### config.mk
export PLATFORM = sky130hd
export DESIGN_NAME = jtag_dbg_entry
export DESIGN_NICKNAME = d
export VERILOG_FILES = /design/src/rtl/jde_pkg.sv /design/src/rtl/jde_tck_gen.sv /design/src/rtl/jde_ir_shifter.sv /design/src/rtl/jtag_dbg_entry.sv
export SDC_FILE = /design/constraint.sdc
export NUM_CORES = 1
export LEC_CHECK = 0
export ABC_AREA = 1
export BUFFER_PORTS_ARGS = -buffer_cell sky130_fd_sc_hd__buf_2
export CAP_MARGIN = 30
export CORE_UTILIZATION = 60
export CTS_CLUSTER_SIZE = 30
export DETAILED_ROUTE_END_ITERATION = 8
export PLACE_DENSITY = 0.9
export RECOVER_POWER = 25
export SYNTH_ARGS = -nofsm -noshare
export SYNTH_HDL_FRONTEND = slang
export SYNTH_SLANG_ARGS = --single-unit
export TNS_END_PERCENT = 30
### constraint.sdc
create_clock -name clk -period 4.1 [get_ports clk]
set_input_delay 0.41 -clock clk [delete_from_list [all_inputs] [get_ports clk]]
set_output_delay 0.41 -clock clk [all_outputs]
set_load 0.02 [all_outputs]
### src/rtl/jde_pkg.sv
package jde_pkg;
  typedef enum logic [2:0] {
    ST_IDLE,
    ST_PRE,
    ST_TRST,
    ST_SCAN,
    ST_POST
  } jde_state_e;
endpackage

### src/rtl/jde_tck_gen.sv
module jde_tck_gen #(
  parameter int unsigned CLK_DIV = 2
) (
  input  logic clk,
  input  logic rst,
  input  logic run,
  input  logic gate,
  output logic tck,
  output logic rise_evt,
  output logic fall_evt
);
  localparam int unsigned CW = (CLK_DIV > 1) ? $clog2(CLK_DIV) : 1;

  logic [CW-1:0] cnt;
  logic          ph;
  logic          tc;

  assign tc       = (cnt == CW'(CLK_DIV - 1));
  assign rise_evt = run && tc && !ph;
  assign fall_evt = run && tc && ph;

  always_ff @(posedge clk) begin
    if (rst || !run) begin
      cnt <= '0;
      ph  <= 1'b0;
      tck <= 1'b0;
    end else if (tc) begin
      cnt <= '0;
      ph  <= ~ph;
      tck <= gate & ~ph;
    end else begin
      cnt <= cnt + 1'b1;
    end
  end

  // with the gate closed, a half-period boundary leaves tck low
  p_gated_low_r4: assert property (@(posedge clk) disable iff (rst)
    (tc && run && !gate) |=> !tck);
endmodule

### src/rtl/jde_ir_shifter.sv
module jde_ir_shifter #(
  parameter int unsigned NUM_DEV = 3,
  parameter int unsigned IR_LEN  = 4,
  parameter logic [IR_LEN-1:0] OPCODE = 4'hB
) (
  input  logic                        clk,
  input  logic                        rst,
  input  logic                        load,
  input  logic                        shift,
  input  logic                        cap_en,
  input  logic                        tdo_in,
  output logic                        out_bit,
  output logic [NUM_DEV*IR_LEN-1:0]   cap
);
  localparam int unsigned NL = NUM_DEV * IR_LEN;

  logic [NL-1:0] pat;

  assign out_bit = pat[0];

  always_ff @(posedge clk) begin
    if (rst) begin
      pat <= '0;
      cap <= '0;
    end else begin
      if (load) begin
        pat <= {NUM_DEV{OPCODE}};
        cap <= '0;
      end else begin
        if (shift) pat <= {1'b0, pat[NL-1:1]};
        if (cap_en) cap <= {tdo_in, cap[NL-1:1]};
      end
    end
  end
endmodule

### src/rtl/jtag_dbg_entry.sv
module jtag_dbg_entry #(
  parameter int unsigned NUM_DEV   = 3,
  parameter int unsigned IR_LEN    = 4,
  parameter logic [IR_LEN-1:0] OPCODE = 4'hB,
  parameter int unsigned CLK_DIV   = 2,
  parameter int unsigned PRE_TCKS  = 2,
  parameter int unsigned TRST_TCKS = 3,
  parameter int unsigned POST_TCKS = 2
) (
  input  logic                      clk,
  input  logic                      rst,
  input  logic                      start,
  input  logic                      tdo_in,
  output logic                      sys_rst_n,
  output logic                      trst_n,
  output logic                      tck,
  output logic                      tms,
  output logic                      tdi,
  output logic                      busy,
  output logic                      done,
  output logic [NUM_DEV*IR_LEN-1:0] cap_tdo
);
  import jde_pkg::*;

  localparam int unsigned NL    = NUM_DEV * IR_LEN;
  localparam int unsigned SH0   = 10;
  localparam int unsigned STEPS = NL + 12;
  localparam int unsigned IW    = $clog2(STEPS + 1);
  localparam int unsigned MAX_A = (PRE_TCKS > TRST_TCKS) ? PRE_TCKS : TRST_TCKS;
  localparam int unsigned MAXD  = (MAX_A > POST_TCKS) ? MAX_A : POST_TCKS;
  localparam int unsigned DW    = $clog2(MAXD + 1);

  jde_state_e    state;
  logic [DW-1:0] cnt;
  logic [IW-1:0] idx;
  logic          sh_q;
  logic          gate;
  logic          rise_evt, fall_evt;
  logic          load, shift_en, cap_en, pat_bit;

  function automatic logic in_shift(input logic [IW-1:0] k);
    return (k >= IW'(SH0)) && (k < IW'(SH0 + NL));
  endfunction

  function automatic logic tms_at(input logic [IW-1:0] k);
    if (k < IW'(5))                           return 1'b1;
    if (k == IW'(5))                          return 1'b0;
    if (k == IW'(6) || k == IW'(7))           return 1'b1;
    if (k < IW'(SH0 + NL - 1))                return 1'b0;
    if (k == IW'(SH0 + NL - 1) || k == IW'(SH0 + NL)) return 1'b1;
    return 1'b0;
  endfunction

  assign load     = (state == ST_IDLE) && start;
  assign shift_en = (state == ST_SCAN) && fall_evt && (idx != IW'(STEPS)) && in_shift(idx);
  assign cap_en   = (state == ST_SCAN) && rise_evt && sh_q;

  jde_tck_gen #(.CLK_DIV(CLK_DIV)) u_tck (
    .clk(clk), .rst(rst), .run(busy), .gate(gate),
    .tck(tck), .rise_evt(rise_evt), .fall_evt(fall_evt)
  );

  jde_ir_shifter #(.NUM_DEV(NUM_DEV), .IR_LEN(IR_LEN), .OPCODE(OPCODE)) u_shf (
    .clk(clk), .rst(rst), .load(load), .shift(shift_en), .cap_en(cap_en),
    .tdo_in(tdo_in), .out_bit(pat_bit), .cap(cap_tdo)
  );

  always_ff @(posedge clk) begin
    if (rst) begin
      state     <= ST_IDLE;
      sys_rst_n <= 1'b1;
      trst_n    <= 1'b1;
      tms       <= 1'b0;
      tdi       <= 1'b0;
      busy      <= 1'b0;
      done      <= 1'b0;
      gate      <= 1'b0;
      cnt       <= '0;
      idx       <= '0;
      sh_q      <= 1'b0;
    end else begin
      done <= 1'b0;
      case (state)
        ST_IDLE: if (start) begin
          state     <= ST_PRE;
          sys_rst_n <= 1'b0;
          busy      <= 1'b1;
          cnt       <= '0;
        end
        ST_PRE: if (fall_evt) begin
          if (cnt == DW'(PRE_TCKS - 1)) begin
            trst_n <= 1'b0;
            state  <= ST_TRST;
            cnt    <= '0;
          end else cnt <= cnt + 1'b1;
        end
        ST_TRST: if (fall_evt) begin
          if (cnt == DW'(TRST_TCKS - 1)) begin
            trst_n <= 1'b1;
            state  <= ST_SCAN;
            gate   <= 1'b1;
            tms    <= tms_at('0);
            tdi    <= 1'b0;
            sh_q   <= 1'b0;
            idx    <= IW'(1);
          end else cnt <= cnt + 1'b1;
        end
        ST_SCAN: if (fall_evt) begin
          if (idx == IW'(STEPS)) begin
            state <= ST_POST;
            tms   <= 1'b0;
            tdi   <= 1'b0;
            sh_q  <= 1'b0;
            cnt   <= DW'(1);
          end else begin
            tms  <= tms_at(idx);
            sh_q <= in_shift(idx);
            tdi  <= in_shift(idx) ? pat_bit : 1'b0;
            idx  <= idx + 1'b1;
          end
        end
        ST_POST: if (fall_evt) begin
          if (cnt == DW'(POST_TCKS)) begin
            sys_rst_n <= 1'b1;
            busy      <= 1'b0;
            done      <= 1'b1;
            gate      <= 1'b0;
            state     <= ST_IDLE;
          end else cnt <= cnt + 1'b1;
        end
        default: state <= ST_IDLE;
      endcase
    end
  end

  // test reset only inside held system reset
  p_trst_inside_r3: assert property (@(posedge clk) disable iff (rst)
    !trst_n |-> !sys_rst_n);
  // TAP clocked only after test reset release and before system reset release
  p_tck_window_r4: assert property (@(posedge clk) disable iff (rst)
    $rose(tck) |-> (trst_n && !sys_rst_n));
  // scan inputs steady at each rising TCK
  p_tms_tdi_stable_r4: assert property (@(posedge clk) disable iff (rst)
    $rose(tck) |-> ($stable(tms) && $stable(tdi)));
  // system reset held for the whole busy window
  p_busy_holds_rst_r2: assert property (@(posedge clk) disable iff (rst)
    busy |-> !sys_rst_n);
  // done is one cycle and coincides with release
  p_done_single_r8: assert property (@(posedge clk) disable iff (rst)
    done |=> !done);
  p_done_release_r8: assert property (@(posedge clk) disable iff (rst)
    done |-> (sys_rst_n && !busy && $past(busy)));
  // a start during a run does not end or restart it
  p_start_ignored_r9: assert property (@(posedge clk) disable iff (rst)
    (busy && start && !fall_evt) |=> (busy && $stable(cnt)));
endmodule

==> impl_metrics.csv, run 1 <==
group,metric,value,unit
clocking,insertion_delay,0.31,ns
detailed_routing,wirelength,4.60,mm
synth,post-synth-top-count-cell,"nand2_1",
final_layout,instances_no_fill,384,
detailed_routing,wl_per_cell,12.0,um
place,gp_congestion,0.898,
synth,synth.top_cell.area_share,40.8,%
timing,tns,0,ns
global_routing,grt_overflow,0,
place,io_buffer_count,22,
timing,hold_viol,0,
detailed_routing,ant_nets,0,
timing,maxSlewHeadroom,65.5,%
synth,syn_avg_cell_area,6.99,um2
timing,period_minus_slack,1.72,ns
place,placedCellCount,376,
final_layout,final_area,2400,um2
critical_path,critPathLaunch,"idx[0]",
floorplanning,coreArea,3440,um2
floorplanning,io-pin-count,23,
critical_path,arrival,1.92,ns
global_routing,grt_pass1_vias,1828,
timing,maxSlewViolCount,0,
synth,synth_top_cell_by_area,"dfxtp_1",
clocking,cts_resized,0,
synth,netlist_area,2210,um2
clocking,cts_made_buffers,5,
floorplanning,die_y,62.7,um
final_layout,fill_cells,295,
final_layout,antenna_cells,0,
clocking,cts_hold_buf,0,
power,p_total,1.28,mW
synth,synthTopCellsByArea,"dfxtp_1 (41%), nand2_1 (16%), a21oi_1 (7.5%)",
synth,synth-seq-cells,45,
synth,synth.top_cells.by_count,"nand2_1 (95), dfxtp_1 (45), nor2_1 (40)",
detailed_routing,firstDrtPassIters,7,
clocking,cts_sinks,45,
floorplanning,start_util,64.2,%
synth,ys_seq_area_share,40.8,%
run_status,status,"completed",
floorplanning,dieArea,3930,um2
detailed_routing,drt-vias-per-instance,5.40,
critical_path,critPathCapture,"u_shf.pat[8]",
clocking,path_clk_slew,0.09,ns
final_layout,regArea,901,um2
worst_hold_path,hp-class,"input pin to flip-flop",
timing,worst_pin_slew,0.515,ns
critical_path,worstSetupStartpointType,"flip-flop",
critical_path,reg2reg_slack,2.38,ns
power,vdd_ir_drop_max,0.420,mV
timing,rsz0062_at_grt,"no",
critical_path,critPathMaxFanout,17,
final_layout,multi_input_area,1140,um2
synth,async_reset_ff_share,0,%
global_routing,grt.total_usage,25.4,%
detailed_routing,drtIter0Drc,191,
clocking,clock_tree.root_cell,"clkbuf_8",
timing,setup_viol_count_final,0,
timing,fmax,582,MHz
synth,synth_edf_count,0,
final_layout,fin_nets,348,
timing,fin_crit_sh,41.9,%
synth,yosys_most_used_dff,"dfxtp_1",
global_routing,grt_pass1_wl,7.81,mm
critical_path,r2r-start,"idx[0]",
timing,holdWs,0.344,ns
clocking,clockBufferDepth,2,
synth,syn-num-nets,327,
critical_path,end_kind,"flip-flop",
flow_run,cap_viol_max_count,0,
synth,ys_types,28,
critical_path,reg2regPathDepth,8,
power,p_leak,1.01,nW
critical_path,required,4.30,ns
clocking,htreeDepth,2,
floorplanning,rows,21,
synth,synthCells,316,
critical_path,r2r-end,"u_shf.pat[8]",
global_routing,grt_max_degree,20,
clocking,tritoncts,"built",
critical_path,crit_type,"flip-flop to flip-flop",
detailed_routing,drc,0,
synth,yosys_warnings,0,
final_layout,layout-drive-gt1-share,9.17,%
power,power_density,532,nW/um2
final_layout,syn2layout_area_growth,8.61,%
floorplanning,die_x,62.7,um
timing,worst_clock_skew,0.0110,ns
detailed_routing,vias,2075,
place,dp_hpwl,3.29,mm
global_routing,antenna_found_initial,0,
place,postPlaceCellArea,2320,um2
clocking,post_cts_buffers,0,
## per-stage QoR
stage,util [%],setup slack [ns]
floorplan,-,2.70
global placement,67.5,2.43
detailed placement,67.5,2.37
CTS,70.3,2.39
global route,69.7,2.15
finish,69.7,2.38
## metal layers
metal	up-vias	GRT usage (%)	share of wire (%)
met5	-	0	0
met1	933	31.2	47
met4	0	13.4	2.7
met3	14	6.02	5.3
met2	65	40.9	45
li1	1063	-	-
## state kept, by name, indices dropped and copies added (netlist names)
signal	count
busy	1
cnt	2
done	1
gate	1
idx	5
sh_q	1
state	3
sys_rst_n	1
tdi	1
tms	1
trst_n	1
u_shf.cap	12
u_shf.pat	12
u_tck.cnt	1
u_tck.ph	1
u_tck.tck	1
## how the worst min path moves through the flow
stage | from | endpoint | slack, ns | depth (start not counted)
after CTS | tdo_in | u_shf.cap[11] | 0.34 | 3
after global placement | trst_n | trst_n | 0.43 | 2
final | tdo_in | u_shf.cap[11] | 0.34 | 3
after floorplan | u_shf.pat[2] | u_shf.pat[2] | 0.44 | 2
after detailed placement | trst_n | trst_n | 0.44 | 2
after global routing | tdo_in | u_shf.cap[11] | 0.35 | 3
## cell usage in the layout, fill, tap and decap left out, drive strengths merged, types with 9 or more instances in the layout
master,n
a21oi,33
clkbuf,20
inv,30
nand3,20
nand2,99
dfxtp,45
nand4,9
nor2,45
o21ai,11
## worst max-delay path: stages, from the launching register on
cell	delay (ns)
dfxtp_1	0.43
inv_1	0.13
ha_1	0.23
nand3_1	0.10
nand3_2	0.16
nand3_4	0.21
nand2_1	0.16
nor2_1	0.13
nor2_1	0.05
## kinds of logic (layout without fill, tap and decap cells)
| family | after synthesis | after routing | share of synthesized area [%] |
|---|---|---|---|
| buf+inv | 38 | 60 | 7.47 |
| flops | 45 | 45 | 40.8 |
| compound gates | 45 | 45 | 10.3 |
| simple gates | 180 | 180 | 37.1 |
| fa+ha+maj | 7 | 7 | 3.96 |
| xor+xnor | 1 | 1 | 0.396 |
## power breakdown
| part | internal [mW] | leakage (nW) | switching (mW) |
|---|---|---|---|
| clock network | 0.123 | 0.0447 | 0.163 |
| logic | 0.140 | 0.597 | 0.288 |
| registers | 0.503 | 0.367 | 0.0590 |
## area by class of cell
cell class,count,area share (%)
clock inverter,3,1.04
clock buffer,5,2.87
inverter,30,4.69
tap,46,2.40
timing repair buffer,22,3.81
sequential,45,37.5
multi-input combinational,233,47.7
Note: power is estimated with default switching activity, not from simulation.
==> inputs of run 2 (changes only) <==
--- a/config.mk
+++ b/config.mk
@@ -8,10 +8,10 @@
 export ABC_AREA = 1
 export BUFFER_PORTS_ARGS = -buffer_cell sky130_fd_sc_hd__buf_2
 export CAP_MARGIN = 30
-export CORE_UTILIZATION = 60
+export CORE_UTILIZATION = 58
 export CTS_CLUSTER_SIZE = 30
 export DETAILED_ROUTE_END_ITERATION = 8
-export PLACE_DENSITY = 0.9
+export PLACE_DENSITY = 0.88
 export RECOVER_POWER = 25
 export SYNTH_ARGS = -nofsm -noshare
 export SYNTH_HDL_FRONTEND = slang
==> constraint.sdc (replaced) <==
create_clock -name clk -period 1.75 [get_ports clk]
set_input_delay 0.175 -clock clk [delete_from_list [all_inputs] [get_ports clk]]
set_output_delay 0.175 -clock clk [all_outputs]
set_load 0.02 [all_outputs]
==> run 2 against run 1 <==
Against the previous run:
- clock skew shrank 0.0055 ns
- combinational power grew 140%
- global-route usage shrank 0.18 points
- flip-flop and latch count is the same
- final area grew 2.3%
- worst hold slack lost 0.23 ns
- die area grew 3.3%
- final cell count grew 2.1%
- total power grew 140%
- sequential power grew 130%
- largest power group unchanged
==> impl_metrics.csv, run 2 (same netlist as run 1, synthesis figures left out) <==
group,metric,value,unit
timing,tns,0,ns
detailed_routing,firstDrtPassIters,4,
flow_run,cap_viol_max_count,0,
final_layout,final_area,2450,um2
floorplanning,start_util,60.4,%
clocking,path_clk_slew,0.09,ns
critical_path,worstSetupStartpointType,"flip-flop",
critical_path,crit_path_top_delay_cell,"dfxtp_1",
timing,maxSlewHeadroom,76.1,%
final_layout,final_util,67.1,%
clocking,cts_made_buffers,5,
power,seq_power_share,43.6,%
place,gp_congestion,0.932,
final_layout,antenna_cells,0,
detailed_routing,wirelength,4.68,mm
critical_path,reg2regPathDepth,10,
place,placedCellCount,381,
critical_path,end_kind,"flip-flop",
power,p_int,1.81,mW
critical_path,cpLargestDelayFamily,"simple AND/OR/NAND/NOR gates",
global_routing,grt_overflow,0,
final_layout,final_cell_mix,"nand2_1 (94), dfxtp_1 (43), nor2_1 (40)",
critical_path,cp_num_cells,10,
final_layout,reg.largest.list,"u_shf.cap: 12 flops, u_shf.pat: 12 flops, idx: 5 flops",
global_routing,grt.total_usage,25.2,%
timing,maxSlewViolCount,0,
global_routing,grt_pass1_vias,1922,
timing,setup_viol_count_final,0,
clocking,insertion_delay,0.30,ns
clocking,clock_tree.root_cell,"clkbuf_8",
place,postPlaceCellArea,2350,um2
timing,fmax,645,MHz
detailed_routing,wl_per_cell,11.9,um
detailed_routing,ant_nets,0,
critical_path,required,2.01,ns
worst_hold_path,whs_path_depth,3,
clocking,htreeDepth,2,
floorplanning,io-pin-count,23,
critical_path,r2r-start,"cnt[0]",
power,p_total,3.02,mW
final_layout,fin_nets,354,
clocking,cts_hold_buf,0,
floorplanning,die_y,63.7,um
power,power_density,1230,nW/um2
timing,fin_crit_sh,88.6,%
power,vdd_ir_drop_max,1.04,mV
detailed_routing,drtIter0Drc,151,
timing,setup_slack,0.200,ns
global_routing,grt_pass1_wl,8.09,mm
power,p_leak,1.04,nW
worst_hold_path,holdPathEnd,"u_shf.cap[11]",
timing,hold_viol,0,
timing,worst_clock_skew,0.00548,ns
floorplanning,die_x,63.7,um
critical_path,crit_path_frequent_cell,"nand2_1",
clocking,tritoncts,"built",
critical_path,arrival,1.81,ns
final_layout,final_common_cell,"nand2_1",
critical_path,path_cells,"inv_1 -> ha_1 -> nand4_1 -> nand2_2 -> inv_2 -> nor2_2 -> nand2_1 -> nand2_1 -> inv_1 -> nand2_1",
timing,holdWs,0.112,ns
critical_path,critPathMaxFanout,4,
timing,worst_pin_slew,0.358,ns
critical_path,max_stage_delay,0.33,ns
critical_path,crit_type,"flip-flop to flip-flop",
final_layout,fill_cells,311,
power,swShare,40.2,%
final_layout,layout-drive-gt1-share,12.5,%
detailed_routing,vias,2063,
critical_path,reg2reg_slack,0.20,ns
timing,rsz0062_at_grt,"no",
critical_path,critPathBufInv,3,
final_layout,instances_no_fill,392,
final_layout,syn2layout_area_growth,11.1,%
floorplanning,rows,22,
place,dp_hpwl,3.26,mm
worst_hold_path,min_from,"tdo_in",
run_status,status,"completed",
power,pwr-share-clk,22.5,%
worst_hold_path,hp-class,"input pin to flip-flop",
clocking,clockBufferDepth,2,
critical_path,r2r-end,"trst_n",
power,power.switching,1.21,mW
detailed_routing,drc,0,
floorplanning,dieArea,4060,um2
clocking,cts_sinks,45,
place,io_buffer_count,22,
global_routing,grt_max_degree,18,
detailed_routing,drt-vias-per-instance,5.26,
global_routing,antenna_found_initial,0,
timing,period_minus_slack,1.55,ns
place,dp_slack,0.110,ns
power,combinationalPowerShare,33.9,%
floorplanning,coreArea,3660,um2
[run 2: layout make-up]
class | count | area, um2 | area share [%]
Clock buffer | 5 | 68.8 | 2.80
Clock inverter | 3 | 25.0 | 1.02
Inverter | 30 | 113 | 4.59
Multi-Input combinational cell | 233 | 1150 | 46.7
Sequential cell | 45 | 903 | 36.8
Tap cell | 48 | 60.1 | 2.45
Timing Repair Buffer | 28 | 139 | 5.66
[run 2: per-layer routing]
layer	up-vias	global-route usage [%]	wire, um
met5	-	0	0
met4	0	11.1	80
met3	8	5.98	226
met2	59	41.0	2140
met1	924	31.4	2240
li1	1072	-	-
[run 2: how the worst max path moves through the flow]
stage                start            to
global route        idx[1]      state[1]
finish              cnt[0]        trst_n
global placement    idx[0]  u_shf.pat[1]
detailed placement  idx[0]  u_shf.pat[0]
CTS                 idx[0]  u_shf.pat[8]
floorplan           idx[0]  u_shf.pat[0]
[run 2: timing repair]
action | 4_1_cts | 5_1_grt
setup endpoints to repair | 0 | 8
setup buffers | 0 | 3
resized for setup | 0 | 4
[run 2: worst register-to-register path, stage by stage, from the launching register on]
cell     delay, ns
dfxtp_1       0.33
inv_1         0.11
ha_1          0.26
nand4_1       0.19
nand2_2       0.16
inv_2         0.04
nor2_2        0.14
nand2_1       0.10
nand2_1       0.08
inv_1         0.04
nand2_1       0.05
[run 2: power by group through the flow]
stage               sequential, mW  combinational, mW  clock, mW
detailed placement            1.33               1.01          0
finish                        1.32               1.02      0.678
CTS                           1.31               1.01      0.683
floorplan                     1.35              0.771          0
global route                  1.34               1.18      0.727
global placement              1.32              0.977          0
